===== src/rtl/osc_reprog_pkg.sv =====
// Package: shared types, register constants and preset table for the
// oscillator reconfiguration sequencer. Assumes the oscillator takes a
// 3-bit high-speed divider code, a 7-bit output divider code and a DCO word.
package osc_reprog_pkg;

    typedef struct packed {
        logic [2:0]  hs;
        logic [6:0]  n1;
        logic [27:0] dco;
    } osc_cfg_t;

    localparam int unsigned N_WRITES   = 9;
    localparam logic [7:0]  REG_FREEZE = 8'd137;
    localparam logic [7:0]  REG_APPLY  = 8'd135;
    localparam logic [7:0]  REG_FIELD0 = 8'd7;
    localparam logic [7:0]  VAL_FREEZE = 8'h10;
    localparam logic [7:0]  VAL_NEWF   = 8'h40;

    typedef enum logic [1:0] {E_IDLE, E_START, E_BIT, E_STOP} eng_st_t;
    typedef enum logic [1:0] {S_IDLE, S_ISSUE, S_WAIT} seq_st_t;

    // dco = f_MHz * hs * n1 * 64
    function automatic osc_cfg_t preset(input logic [2:0] m);
        osc_cfg_t c;
        case (m)
            3'd0:    c = '{hs: 3'd4, n1: 7'd10, dco: 28'h003E800}; // 100 MHz
            3'd1:    c = '{hs: 3'd4, n1: 7'd8,  dco: 28'h003E800}; // 125 MHz
            3'd2:    c = '{hs: 3'd4, n1: 7'd8,  dco: 28'h004E200}; // 156.25 MHz
            3'd3:    c = '{hs: 3'd4, n1: 7'd4,  dco: 28'h003E800}; // 250 MHz
            3'd4:    c = '{hs: 3'd4, n1: 7'd4,  dco: 28'h004E200}; // 312.5 MHz
            3'd5:    c = '{hs: 3'd4, n1: 7'd4,  dco: 28'h0050910}; // 322.265625 MHz
            3'd6:    c = '{hs: 3'd4, n1: 7'd2,  dco: 28'h0051F0F}; // 655.53 MHz
            default: c = '{hs: 3'd4, n1: 7'd10, dco: 28'h0053700}; // 133.5 MHz
        endcase
        return c;
    endfunction

endpackage


===== src/rtl/osc_preset_rom.sv =====
// Preset lookup: maps the captured mode to divider and DCO fields.
// Assumes the mode is held stable by the caller for a whole sequence.
module osc_preset_rom
    import osc_reprog_pkg::*;
(
    input  logic [2:0] mode_i,
    output osc_cfg_t   cfg_o
);

    // Purpose: combinational table decode
    always_comb begin
        cfg_o = preset(mode_i);
    end

endmodule


===== src/rtl/osc_write_list.sv =====
// Write list: gives the register address and data byte for each step of
// the freeze / load / release / apply order.
// Assumes step_i stays below N_WRITES.
module osc_write_list
    import osc_reprog_pkg::*;
#(
    parameter int unsigned STEP_W = 4
)(
    input  logic [STEP_W-1:0] step_i,
    input  osc_cfg_t          cfg_i,
    output logic [7:0]        reg_o,
    output logic [7:0]        dat_o
);

    // Purpose: decode the step number into one register write
    always_comb begin
        case (step_i)
            STEP_W'(0): begin reg_o = REG_FREEZE;       dat_o = VAL_FREEZE; end
            STEP_W'(1): begin reg_o = REG_FIELD0;       dat_o = {cfg_i.hs, cfg_i.n1[6:2]}; end
            STEP_W'(2): begin reg_o = REG_FIELD0 + 8'd1; dat_o = {cfg_i.n1[1:0], 6'b0}; end
            STEP_W'(3): begin reg_o = REG_FIELD0 + 8'd2; dat_o = {4'b0, cfg_i.dco[27:24]}; end
            STEP_W'(4): begin reg_o = REG_FIELD0 + 8'd3; dat_o = cfg_i.dco[23:16]; end
            STEP_W'(5): begin reg_o = REG_FIELD0 + 8'd4; dat_o = cfg_i.dco[15:8]; end
            STEP_W'(6): begin reg_o = REG_FIELD0 + 8'd5; dat_o = cfg_i.dco[7:0]; end
            STEP_W'(7): begin reg_o = REG_FREEZE;       dat_o = 8'h00; end
            default:    begin reg_o = REG_APPLY;        dat_o = VAL_NEWF; end
        endcase
    end

endmodule


===== src/rtl/i2c_wr_engine.sv =====
// I2C write engine: sends START, device byte, register byte, data byte and
// STOP. Each bit takes four quarter phases of QTR clocks. The engine stops
// early on a missing acknowledge.
// Assumes go_i is pulsed only when the engine is idle and that the target
// never stretches SCL.
module i2c_wr_engine
    import osc_reprog_pkg::*;
#(
    parameter int unsigned CLK_HZ   = 50_000_000,
    parameter int unsigned SCL_HZ   = 100_000,
    parameter logic [6:0]  DEV_ADDR = 7'h55
)(
    input  logic       clk,
    input  logic       rst_n,
    input  logic       go_i,
    input  logic [7:0] reg_i,
    input  logic [7:0] dat_i,
    input  logic       sda_i,
    output logic       scl_o,
    output logic       sda_low_o,
    output logic       done_o,
    output logic       nack_o
);

    localparam int unsigned QTR     = (CLK_HZ / (4 * SCL_HZ) > 0) ? CLK_HZ / (4 * SCL_HZ) : 1;
    localparam int unsigned DIV_W   = (QTR > 1) ? $clog2(QTR) : 1;
    localparam int unsigned FRAME_W = 27;
    localparam logic [3:0]  ACK_SLOT = 4'd8;

    eng_st_t              st;
    logic [DIV_W-1:0]     div_q;
    logic                 tick;
    logic [1:0]           q;
    logic [FRAME_W-1:0]   frame_q;
    logic [3:0]           slot_q;
    logic [1:0]           byte_q;
    logic                 nack_q;
    logic                 done_q;
    logic                 scl_n, sdl_n, scl_q, sdl_q;

    assign tick = (div_q == DIV_W'(QTR - 1));

    // Purpose: quarter-phase divider, held at zero while idle
    always_ff @(posedge clk) begin
        if (!rst_n)              div_q <= '0;
        else if (st == E_IDLE)   div_q <= '0;
        else if (tick)           div_q <= '0;
        else                     div_q <= div_q + DIV_W'(1);
    end

    // Purpose: transfer state machine over START, 27 bit slots and STOP
    always_ff @(posedge clk) begin
        if (!rst_n) begin
            st      <= E_IDLE;
            q       <= 2'd0;
            frame_q <= '0;
            slot_q  <= 4'd0;
            byte_q  <= 2'd0;
            nack_q  <= 1'b0;
            done_q  <= 1'b0;
        end else begin
            done_q <= 1'b0;
            case (st)
                E_IDLE: begin
                    if (go_i) begin
                        frame_q <= {DEV_ADDR, 1'b0, 1'b1, reg_i, 1'b1, dat_i, 1'b1};
                        nack_q  <= 1'b0;
                        q       <= 2'd0;
                        slot_q  <= 4'd0;
                        byte_q  <= 2'd0;
                        st      <= E_START;
                    end
                end
                E_START: begin
                    if (tick) begin
                        q <= q + 2'd1;
                        if (q == 2'd3) st <= E_BIT;
                    end
                end
                E_BIT: begin
                    if (tick) begin
                        q <= q + 2'd1;
                        if (q == 2'd2 && slot_q == ACK_SLOT && sda_i) nack_q <= 1'b1;
                        if (q == 2'd3) begin
                            frame_q <= {frame_q[FRAME_W-2:0], 1'b1};
                            if (slot_q == ACK_SLOT) begin
                                slot_q <= 4'd0;
                                byte_q <= byte_q + 2'd1;
                                if (nack_q || byte_q == 2'd2) st <= E_STOP;
                            end else begin
                                slot_q <= slot_q + 4'd1;
                            end
                        end
                    end
                end
                default: begin
                    if (tick) begin
                        q <= q + 2'd1;
                        if (q == 2'd3) begin
                            st     <= E_IDLE;
                            done_q <= 1'b1;
                        end
                    end
                end
            endcase
        end
    end

    // Purpose: decode the line levels from state and quarter phase
    always_comb begin
        case (st)
            E_IDLE:  begin scl_n = 1'b1;                  sdl_n = 1'b0; end
            E_START: begin scl_n = (q != 2'd3);           sdl_n = (q != 2'd0); end
            E_BIT:   begin scl_n = (q == 2'd1 || q == 2'd2);
                           sdl_n = (slot_q != ACK_SLOT) && !frame_q[FRAME_W-1]; end
            default: begin scl_n = (q != 2'd0);           sdl_n = (q < 2'd2); end
        endcase
    end

    // Purpose: register the bus outputs so they are glitch free
    always_ff @(posedge clk) begin
        if (!rst_n) begin
            scl_q <= 1'b1;
            sdl_q <= 1'b0;
        end else begin
            scl_q <= scl_n;
            sdl_q <= sdl_n;
        end
    end

    assign scl_o     = scl_q;
    assign sda_low_o = sdl_q;
    assign done_o    = done_q;
    assign nack_o    = nack_q;

    // a transfer is only launched into an idle engine
    p_go_idle_r6: assert property (@(posedge clk) disable iff (!rst_n)
        go_i |-> st == E_IDLE);

    // data bits never move while SCL is high
    p_sda_hold_r7: assert property (@(posedge clk) disable iff (!rst_n)
        (st == E_BIT && $past(st) == E_BIT && scl_q && $past(scl_q)) |-> $stable(sdl_q));

endmodule


===== src/rtl/osc_reprog_seq.sv =====
// Top: oscillator reconfiguration sequencer. Captures the mode on an
// enabled start, walks the nine-entry write list through the I2C engine
// and reports busy, done and error.
// Assumes a single target device and an SDA line wired back into sda_i.
module osc_reprog_seq
    import osc_reprog_pkg::*;
#(
    parameter int unsigned CLK_HZ   = 50_000_000,
    parameter int unsigned SCL_HZ   = 100_000,
    parameter logic [6:0]  DEV_ADDR = 7'h55
)(
    input  logic       clk,
    input  logic       rst_n,
    input  logic       start_i,
    input  logic       enable_i,
    input  logic [2:0] mode_i,
    input  logic       sda_i,
    output logic       scl_o,
    output logic       sda_low_o,
    output logic       busy_o,
    output logic       done_o,
    output logic       err_o
);

    localparam int unsigned STEP_W = $clog2(N_WRITES);
    localparam logic [STEP_W-1:0] LAST = STEP_W'(N_WRITES - 1);

    seq_st_t           st;
    logic [STEP_W-1:0] step_q;
    logic [2:0]        mode_q;
    logic              done_q, err_q;
    osc_cfg_t          cfg;
    logic [7:0]        wr_reg, wr_dat;
    logic              eng_done, eng_nack;

    osc_preset_rom u_rom (
        .mode_i (mode_q),
        .cfg_o  (cfg)
    );

    osc_write_list #(.STEP_W(STEP_W)) u_list (
        .step_i (step_q),
        .cfg_i  (cfg),
        .reg_o  (wr_reg),
        .dat_o  (wr_dat)
    );

    i2c_wr_engine #(.CLK_HZ(CLK_HZ), .SCL_HZ(SCL_HZ), .DEV_ADDR(DEV_ADDR)) u_eng (
        .clk       (clk),
        .rst_n     (rst_n),
        .go_i      (st == S_ISSUE),
        .reg_i     (wr_reg),
        .dat_i     (wr_dat),
        .sda_i     (sda_i),
        .scl_o     (scl_o),
        .sda_low_o (sda_low_o),
        .done_o    (eng_done),
        .nack_o    (eng_nack)
    );

    // Purpose: sequence control, step counter, mode capture and status
    always_ff @(posedge clk) begin
        if (!rst_n) begin
            st     <= S_IDLE;
            step_q <= '0;
            mode_q <= 3'd0;
            done_q <= 1'b0;
            err_q  <= 1'b0;
        end else begin
            done_q <= 1'b0;
            case (st)
                S_IDLE: begin
                    if (start_i && enable_i) begin
                        mode_q <= mode_i;
                        step_q <= '0;
                        err_q  <= 1'b0;
                        st     <= S_ISSUE;
                    end
                end
                S_ISSUE: st <= S_WAIT;
                default: begin
                    if (eng_done) begin
                        if (eng_nack) begin
                            err_q <= 1'b1;
                            st    <= S_IDLE;
                        end else if (step_q == LAST) begin
                            done_q <= 1'b1;
                            st     <= S_IDLE;
                        end else begin
                            step_q <= step_q + STEP_W'(1);
                            st     <= S_ISSUE;
                        end
                    end
                end
            endcase
        end
    end

    assign busy_o = (st != S_IDLE);
    assign done_o = done_q;
    assign err_o  = err_q;

    // done lasts a single cycle
    p_done_single_r9: assert property (@(posedge clk) disable iff (!rst_n)
        done_q |=> !done_q);

    // done only follows the final write of the list
    p_done_last_r3: assert property (@(posedge clk) disable iff (!rst_n)
        done_q |-> step_q == LAST);

    // the write index never leaves the list
    p_step_range_r3: assert property (@(posedge clk) disable iff (!rst_n)
        step_q <= LAST);

    // captured mode stays put while a sequence runs
    p_mode_hold_r10: assert property (@(posedge clk) disable iff (!rst_n)
        (st != S_IDLE && $past(st) != S_IDLE) |-> $stable(mode_q));

    // a completed sequence never reports an error
    p_done_no_err_r8: assert property (@(posedge clk) disable iff (!rst_n)
        !(done_q && err_q));

endmodule


===== config.mk =====
export PLATFORM = sky130hd
export DESIGN_NAME = osc_reprog_seq
export DESIGN_NICKNAME = d
export VERILOG_FILES = /design/src/rtl/osc_reprog_pkg.sv /design/src/rtl/osc_preset_rom.sv /design/src/rtl/osc_write_list.sv /design/src/rtl/i2c_wr_engine.sv /design/src/rtl/osc_reprog_seq.sv
export SDC_FILE = /design/constraint.sdc
export NUM_CORES = 1
export LEC_CHECK = 0
export BUFFER_PORTS_ARGS = -buffer_cell sky130_fd_sc_hd__buf_2
export CORE_MARGIN = 2
export CORE_UTILIZATION = 55
export DETAILED_ROUTE_END_ITERATION = 16
export MAX_ROUTING_LAYER = met4
export PLACE_DENSITY = 0.72
export SLEW_MARGIN = 10
export SYNTH_ARGS = -nofsm -noshare
export SYNTH_HDL_FRONTEND = slang
export SYNTH_SLANG_ARGS = --single-unit

===== constraint.sdc =====
create_clock -name clk -period 4.5 [get_ports clk]
set_input_delay 0.225 -clock clk [delete_from_list [all_inputs] [get_ports clk]]
set_output_delay 0.225 -clock clk [all_outputs]
set_load 0.02 [all_outputs]

==> results.ini, run 1 <==
[status]
status=completed

[critical_path]
slowest_stage=a21oi_4
cp-start-kind=flip-flop
cp.arrival_ns=2.74
r2r_cells=7
crit_required_ns=4.76
cp_cell_sequence=inv_1, ha_1, nand4_1, or2_1, a21oi_4, o221ai_1, a21oi_1
crit_fanout=20
crit_type=flip-flop to flip-flop
max_stage_delay_ns=0.49
end_kind=flip-flop

[global_route]
grt_max_degree=30
antenna_found_initial=0
grt_pass1_wl_um=11100
grt_pass1_vias=2363
gr-total-overflow=0
gr-usage-all-layers=0.235

[sta]
fmax_ghz=0.403
slew_violations=0
worstMarginPinSlew_ns=0.972
finalCritPeriodShare=0.551
fin_worst_skew_ns=0.00712
min_period_ns=2.48
setup_tns_ns=0
slew_headroom=0.351
grt_setup_unrepaired=no
hold_viol=0
setup_violations=0

[min_path]
holdCritPathClass=input port to flip-flop
holdPathStages=3

[synth]
yosysSeqAreaShare=0.393
ys.flop_type=dfxtp_1
synth_edf_count=0
synth_top_cell_area_share=0.393
syn_inst=363
synth_area_per_cell_um2=8.27
yosysTopAreaCell=dfxtp_1
syn_nets=387
synthesis.area_mm2=0.00300
yosysWarnings=0
synth_seq_cells=59
async_flop_share=0
synthTopCellsByArea=dfxtp_1, ha_1, o21ai_0, nor2_1, a21oi_1
ys_types=55

[pwr]
swShare=0.316
seqPwrFrac=0.416
finalPower_mw=1.56
pwr-share-clk=0.341
max-vdd-ir-drop_mv=0.258
leakagePower_nw=1.22
netSwitchingPower_mw=0.494
p_per_area_mw_per_mm2=480
combinationalPowerShare=0.243
p_int_mw=1.07

[layout]
final_common_cell=dfxtp_1
layout_common_cells=dfxtp_1, nor2_1, nand2_1
antenna_cells=0
instances_no_fill=439
finalCoreUtilization=0.631
nets=388
drive_gt1_frac=0.119
design_area_mm2=0.00326
nFillCells=464
area_growth_pct=8.67

[place]
place_inst=423
gp_congestion=0.838
place_area_mm2=0.00304
dpl.hpwl_um=4250
place.port_buffers=12

[flow_run]
drv_cap=0

[drt]
final_antenna_net_count=0
routed_wl_um=6200
vias=2526
drcViolationCount=0
met3_length_um=244
wl_per_cell_um=14.1
wl_met1_um=3060
maxUsedRoutingLayer=met4
drt_iter0_drc=128
drtPass1Iterations=4
via_per_inst=5.75
wl_met2_um=2820

[clocking]
cts_resized=0
cts_buffer_depth=2
cts-buffers-inserted=9
cts-root-buf=clkbuf_8
post_cts_buffers=0
cts-htree-levels=3
cts_tree=built
hold_buffers=0
clk_pin_slew_ns=0.07
cts.sinks=59
clk_latency_ns=0.34

[floorplanning]
rows=26
die_area_mm2=0.00607
dieWidth_um=77.9
die_h_um=77.9
num_io_pins=13
start_util=0.581
core_mm2=0.00517

-- metal layers --
metal,GRT usage,vias to the layer above
li1,-,1286
met1,0.311,1186
met2,0.348,48
met3,0.0767,6
met4,0.0579,0
met5,-,-
-- kinds of logic after synthesis --
logic type / synth area share
XOR/XNOR: 0.0262
adder cells (fa/ha/maj): 0.0667
AO/OA/AOI/OAI: 0.228
flip-flops: 0.393
AND/OR/NAND/NOR: 0.192
multiplexers: 0.0271
buffers and inverters: 0.0667
-- flip-flops by register name, summed over array words and instances, names as in the netlist, 2 cells and up --
register       cells
step_q             4
u_eng.byte_q       2
u_eng.q            2
mode_q             3
st                 2
u_eng.frame_q     27
u_eng.st           2
u_eng.slot_q       4
u_eng.div_q        7
-- path summary, 6_finish.rpt --
check                                startpoint                        endpoint  slack [ns]
setup / recovery       u_eng.st[0]$_SDFFE_PN0P_  u_eng.frame_q[10]$_SDFFE_PN0P_        2.02
hold reg to reg   u_eng.frame_q[7]$_SDFFE_PN0P_   u_eng.frame_q[7]$_SDFFE_PN0P_        0.45
setup reg to reg       u_eng.st[0]$_SDFFE_PN0P_  u_eng.frame_q[10]$_SDFFE_PN0P_        2.02
hold / removal                        mode_i[2]          mode_q[2]$_SDFFE_PN0P_        0.13
-- worst max-delay path: cells and delay by family (launching register included) --
| kind | cells | cell delay (ns) |
|---|---|---|
| AOI/OAI and AO/OA | 3 | 0.86 |
| and+or+nand+nor | 2 | 0.63 |
| adders and majority gates | 1 | 0.47 |
| DFF | 1 | 0.34 |
| buffers and inverters | 1 | 0.09 |
-- through the flow --
stage / setup WS, ns / hold slack [ns]
2_1_floorplan: 2.78 / 0.361
5_1_grt: 1.76 / 0.122
3_5_place_dp: 2.03 / 0.443
3_3_place_gp: 2.15 / 0.440
4_1_cts: 2.00 / 0.117
6_report: 2.02 / 0.128
-- final cells by class --
cell class	instances	area [um^2]	area share
clock inverter	4	73.8	0.0226
timing repair buffer	13	67.6	0.0207
multi-input combinational	258	1620	0.497
sequential	59	1180	0.362
inverter	23	86.3	0.0265
clock buffer	12	145	0.0445
tap	70	87.6	0.0268
-- synth_stat cells (all sizes together), types with 2 or more instances --
master	count
dfxtp	59
nor2	40
o21ai	33
nand2	32
a21oi	28
inv	23
ha	16
buf	12
clkbuf	11
a22oi	10
nand3	10
nor3	9
a31oi	8
mux2i	7
o221a	6
xnor2	5
a211oi	4
and3	4
or3	4
xor2	4
nand2b	3
nand4	3
o221ai	3
a221oi	2
a31o	2
and2	2
nand3b	2
nor2b	2
nor4	2
o22ai	2
or2	2
-- power by group through the flow --
stage / registers [mW] / logic, mW / clock network, mW
2_1_floorplan: 0.646 / 0.326 / 0
3_3_place_gp: 0.660 / 0.374 / 0
3_5_place_dp: 0.660 / 0.379 / 0
4_1_cts: 0.650 / 0.381 / 0.546
5_1_grt: 0.662 / 0.432 / 0.576
6_report: 0.651 / 0.380 / 0.534
(Power assumes the default switching activity.)
==> run 2, diff against run 1 <==
--- a/config.mk
+++ b/config.mk
@@ -10,7 +10,7 @@
 export CORE_UTILIZATION = 55
 export DETAILED_ROUTE_END_ITERATION = 16
 export MAX_ROUTING_LAYER = met4
-export PLACE_DENSITY = 0.72
+export PLACE_DENSITY = 0.75
 export SLEW_MARGIN = 10
 export SYNTH_ARGS = -nofsm -noshare
 export SYNTH_HDL_FRONTEND = slang
==> constraint.sdc (replaced) <==
create_clock -name clk -period 2.1 [get_ports clk]
set_input_delay 0.105 -clock clk [delete_from_list [all_inputs] [get_ports clk]]
set_output_delay 0.105 -clock clk [all_outputs]
set_load 0.02 [all_outputs]
==> results.ini, run 2 (synthesized netlist as in run 1, its figures left out) <==
[status]
status=completed  ; unchanged

[flow_run]
drv_cap=0  ; unchanged

[drt]
drt_iter0_drc=183  ; was 128
via_per_inst=5.82  ; was 5.75
drtPass1Iterations=5  ; was 4
vias=2617  ; was 2526
drcViolationCount=0  ; unchanged
wl_per_cell_um=14.5  ; was 14.1 um
final_antenna_net_count=0  ; unchanged
routed_wl_um=6530  ; was 6200 um

[floorplanning]
core_mm2=0.00517  ; unchanged
num_io_pins=13  ; unchanged
dieWidth_um=77.9  ; unchanged
die_area_mm2=0.00607  ; unchanged
rows=26  ; unchanged
die_h_um=77.9  ; unchanged
start_util=0.581  ; unchanged

[clocking]
cts-buffers-inserted=9  ; unchanged
clk_latency_ns=0.33  ; was 0.34 ns
cts-htree-levels=3  ; unchanged
cts_buffer_depth=2  ; unchanged
clk_pin_slew_ns=0.06  ; was 0.07 ns
cts_tree=built  ; unchanged
cts-root-buf=clkbuf_8  ; unchanged
hold_buffers=0  ; unchanged
cts.sinks=59  ; unchanged

[global_route]
gr-total-overflow=0  ; unchanged
grt_max_degree=30  ; unchanged
grt_pass1_wl_um=10800  ; was 11100 um
antenna_found_initial=0  ; unchanged
gr-usage-all-layers=0.231  ; was 0.235
grt_pass1_vias=2318  ; was 2363

[layout]
largest_reg_flops=27  ; unchanged
largestRegisters=u_eng.frame_q: 27 flops, u_eng.div_q: 7 flops  ; unchanged
nFillCells=440  ; was 464
instances_no_fill=450  ; was 439
final_common_cell=dfxtp_1  ; unchanged
area_growth_pct=11.7  ; was 8.67%
finalCoreUtilization=0.648  ; was 0.631
largest_register=u_eng.frame_q  ; unchanged
nets=401  ; was 388
layout_common_cells=dfxtp_1, nor2_1, nand2_1  ; unchanged
drive_gt1_frac=0.166  ; was 0.119
antenna_cells=0  ; unchanged

[critical_path]
slowest_stage=dfxtp_1  ; was a21oi_4
max_stage_delay_ns=0.34  ; was 0.49 ns
crit_fanout=7  ; was 20
end_kind=flip-flop  ; unchanged
cp.arrival_ns=2.21  ; was 2.74 ns
cp_cell_sequence=inv_1, ha_2, nand4_1, or2_1, a21oi_4, buf_4, o21ai_0, a31oi_1  ; was inv_1, ha_1, nand4_1, or2_1, a21oi_4, o221ai_1, a21oi_1
crit_required_ns=2.36  ; was 4.76 ns
crit_type=flip-flop to flip-flop  ; unchanged
cp-start-kind=flip-flop  ; unchanged

[min_path]
holdCritPathClass=input port to flip-flop  ; unchanged

[pwr]
leakagePower_nw=1.27  ; was 1.22 nW
pwr-share-clk=0.290  ; was 0.341
seqPwrFrac=0.419  ; was 0.416
swShare=0.323  ; was 0.316
netSwitchingPower_mw=1.08  ; was 0.494 mW
p_int_mw=2.26  ; was 1.07 mW
p_per_area_mw_per_mm2=994  ; was 480 mW/mm^2
max-vdd-ir-drop_mv=0.658  ; was 0.258 mV
combinationalPowerShare=0.291  ; was 0.243

[sta]
fmax_ghz=0.514  ; was 0.403 GHz
worstMarginPinSlew_ns=0.526  ; was 0.972 ns
hold_viol=0  ; unchanged
finalCritPeriodShare=0.927  ; was 0.551
fin_worst_skew_ns=0.00848  ; was 0.00712 ns
min_period_ns=1.95  ; was 2.48 ns
slew_violations=0  ; unchanged
slew_headroom=0.649  ; was 0.351
setup_violations=0  ; unchanged

[place]
place.port_buffers=12  ; unchanged
place_inst=432  ; was 423
dpl.hpwl_um=4500  ; was 4250 um
gp_congestion=0.891  ; was 0.838

[run 2: cell count changes in the layout (fill, tap and decap cells not counted), sizes merged]
| cell | delta |
|---|---|
| buf | +13 |
| bufinv | -2 |
| clkbuf | +1 |
| clkinv | -2 |
| clkinvlp | +1 |
[run 2: final cells by class]
type	count	area [um^2]	share of cell area
Sequential cell	59	1180	0.352
Timing Repair Buffer	26	165	0.0493
Clock buffer	13	179	0.0534
Multi-Input combinational cell	258	1650	0.491
Tap cell	70	87.6	0.0261
Inverter	23	86.3	0.0257
Clock inverter	1	7.51	0.00224
[run 2: layer usage]
layer	global-route usage	vias up	share of wire
met5	-	-	0
li1	-	1316	-
met2	0.338	80	0.45
met3	0.0628	10	0.060
met1	0.302	1211	0.48
met4	0.0982	0	0.012
[run 2: final timing paths]
path	startpoint	endpoint	slack, ns	cells after the start
setup / recovery	u_eng.st[0]$_SDFFE_PN0P_	u_eng.frame_q[5]$_SDFFE_PN0P_	0.15	8
hold / removal	mode_i[0]	mode_q[0]$_SDFFE_PN0P_	0.01	3
setup reg to reg	u_eng.st[0]$_SDFFE_PN0P_	u_eng.frame_q[5]$_SDFFE_PN0P_	0.15	8
hold reg to reg	u_eng.byte_q[1]$_SDFFE_PN0P_	u_eng.byte_q[1]$_SDFFE_PN0P_	0.47	2
[run 2: power by group through the flow]
| stage | clock (mW) | combinational, mW | sequential [mW] |
|---|---|---|---|
| 6_report | 0.965 | 0.971 | 1.40 |
| 5_1_grt | 1.04 | 1.08 | 1.42 |
| 4_1_cts | 0.981 | 0.889 | 1.39 |
| 3_5_place_dp | 0 | 0.887 | 1.42 |
| 3_3_place_gp | 0 | 0.870 | 1.41 |
| 2_1_floorplan | 0 | 0.698 | 1.39 |
[run 2: through the flow]
| stage | total power [mW] | setup TNS, ns | hold WS (ns) | worst slack (ns) | area, um^2 |
|---|---|---|---|---|---|
| 2_1_floorplan | 2.08 | 0 | 0.241 | 0.377 | 3000 |
| 3_3_place_gp | 2.28 | 0 | 0.356 | 0.133 | 3110 |
| 3_5_place_dp | 2.30 | 0 | 0.359 | 0.0897 | 3110 |
| 4_1_cts | 3.26 | 0 | 0.000117 | 0.0843 | 3300 |
| 5_1_grt | 3.54 | -0.00787 | 0.0119 | -0.00787 | 3350 |
| 6_report | 3.33 | 0 | 0.0103 | 0.154 | 3350 |
[run 2: what timing repair did]
item,CTS,global route
resized for setup,0,8
setup endpoints to repair,0,30
hold endpoints to repair,0,0
buffers inserted,0,4
[run 2: critical path, delay by kind of cell (launching register included)]
kind                     cells  cell delay, ns
AND/OR/NAND/NOR              2            0.49
AO/OA/AOI/OAI                3            0.50
buffers and inverters        2            0.27
flip-flops                   1            0.34
adder cells (fa/ha/maj)      1            0.26
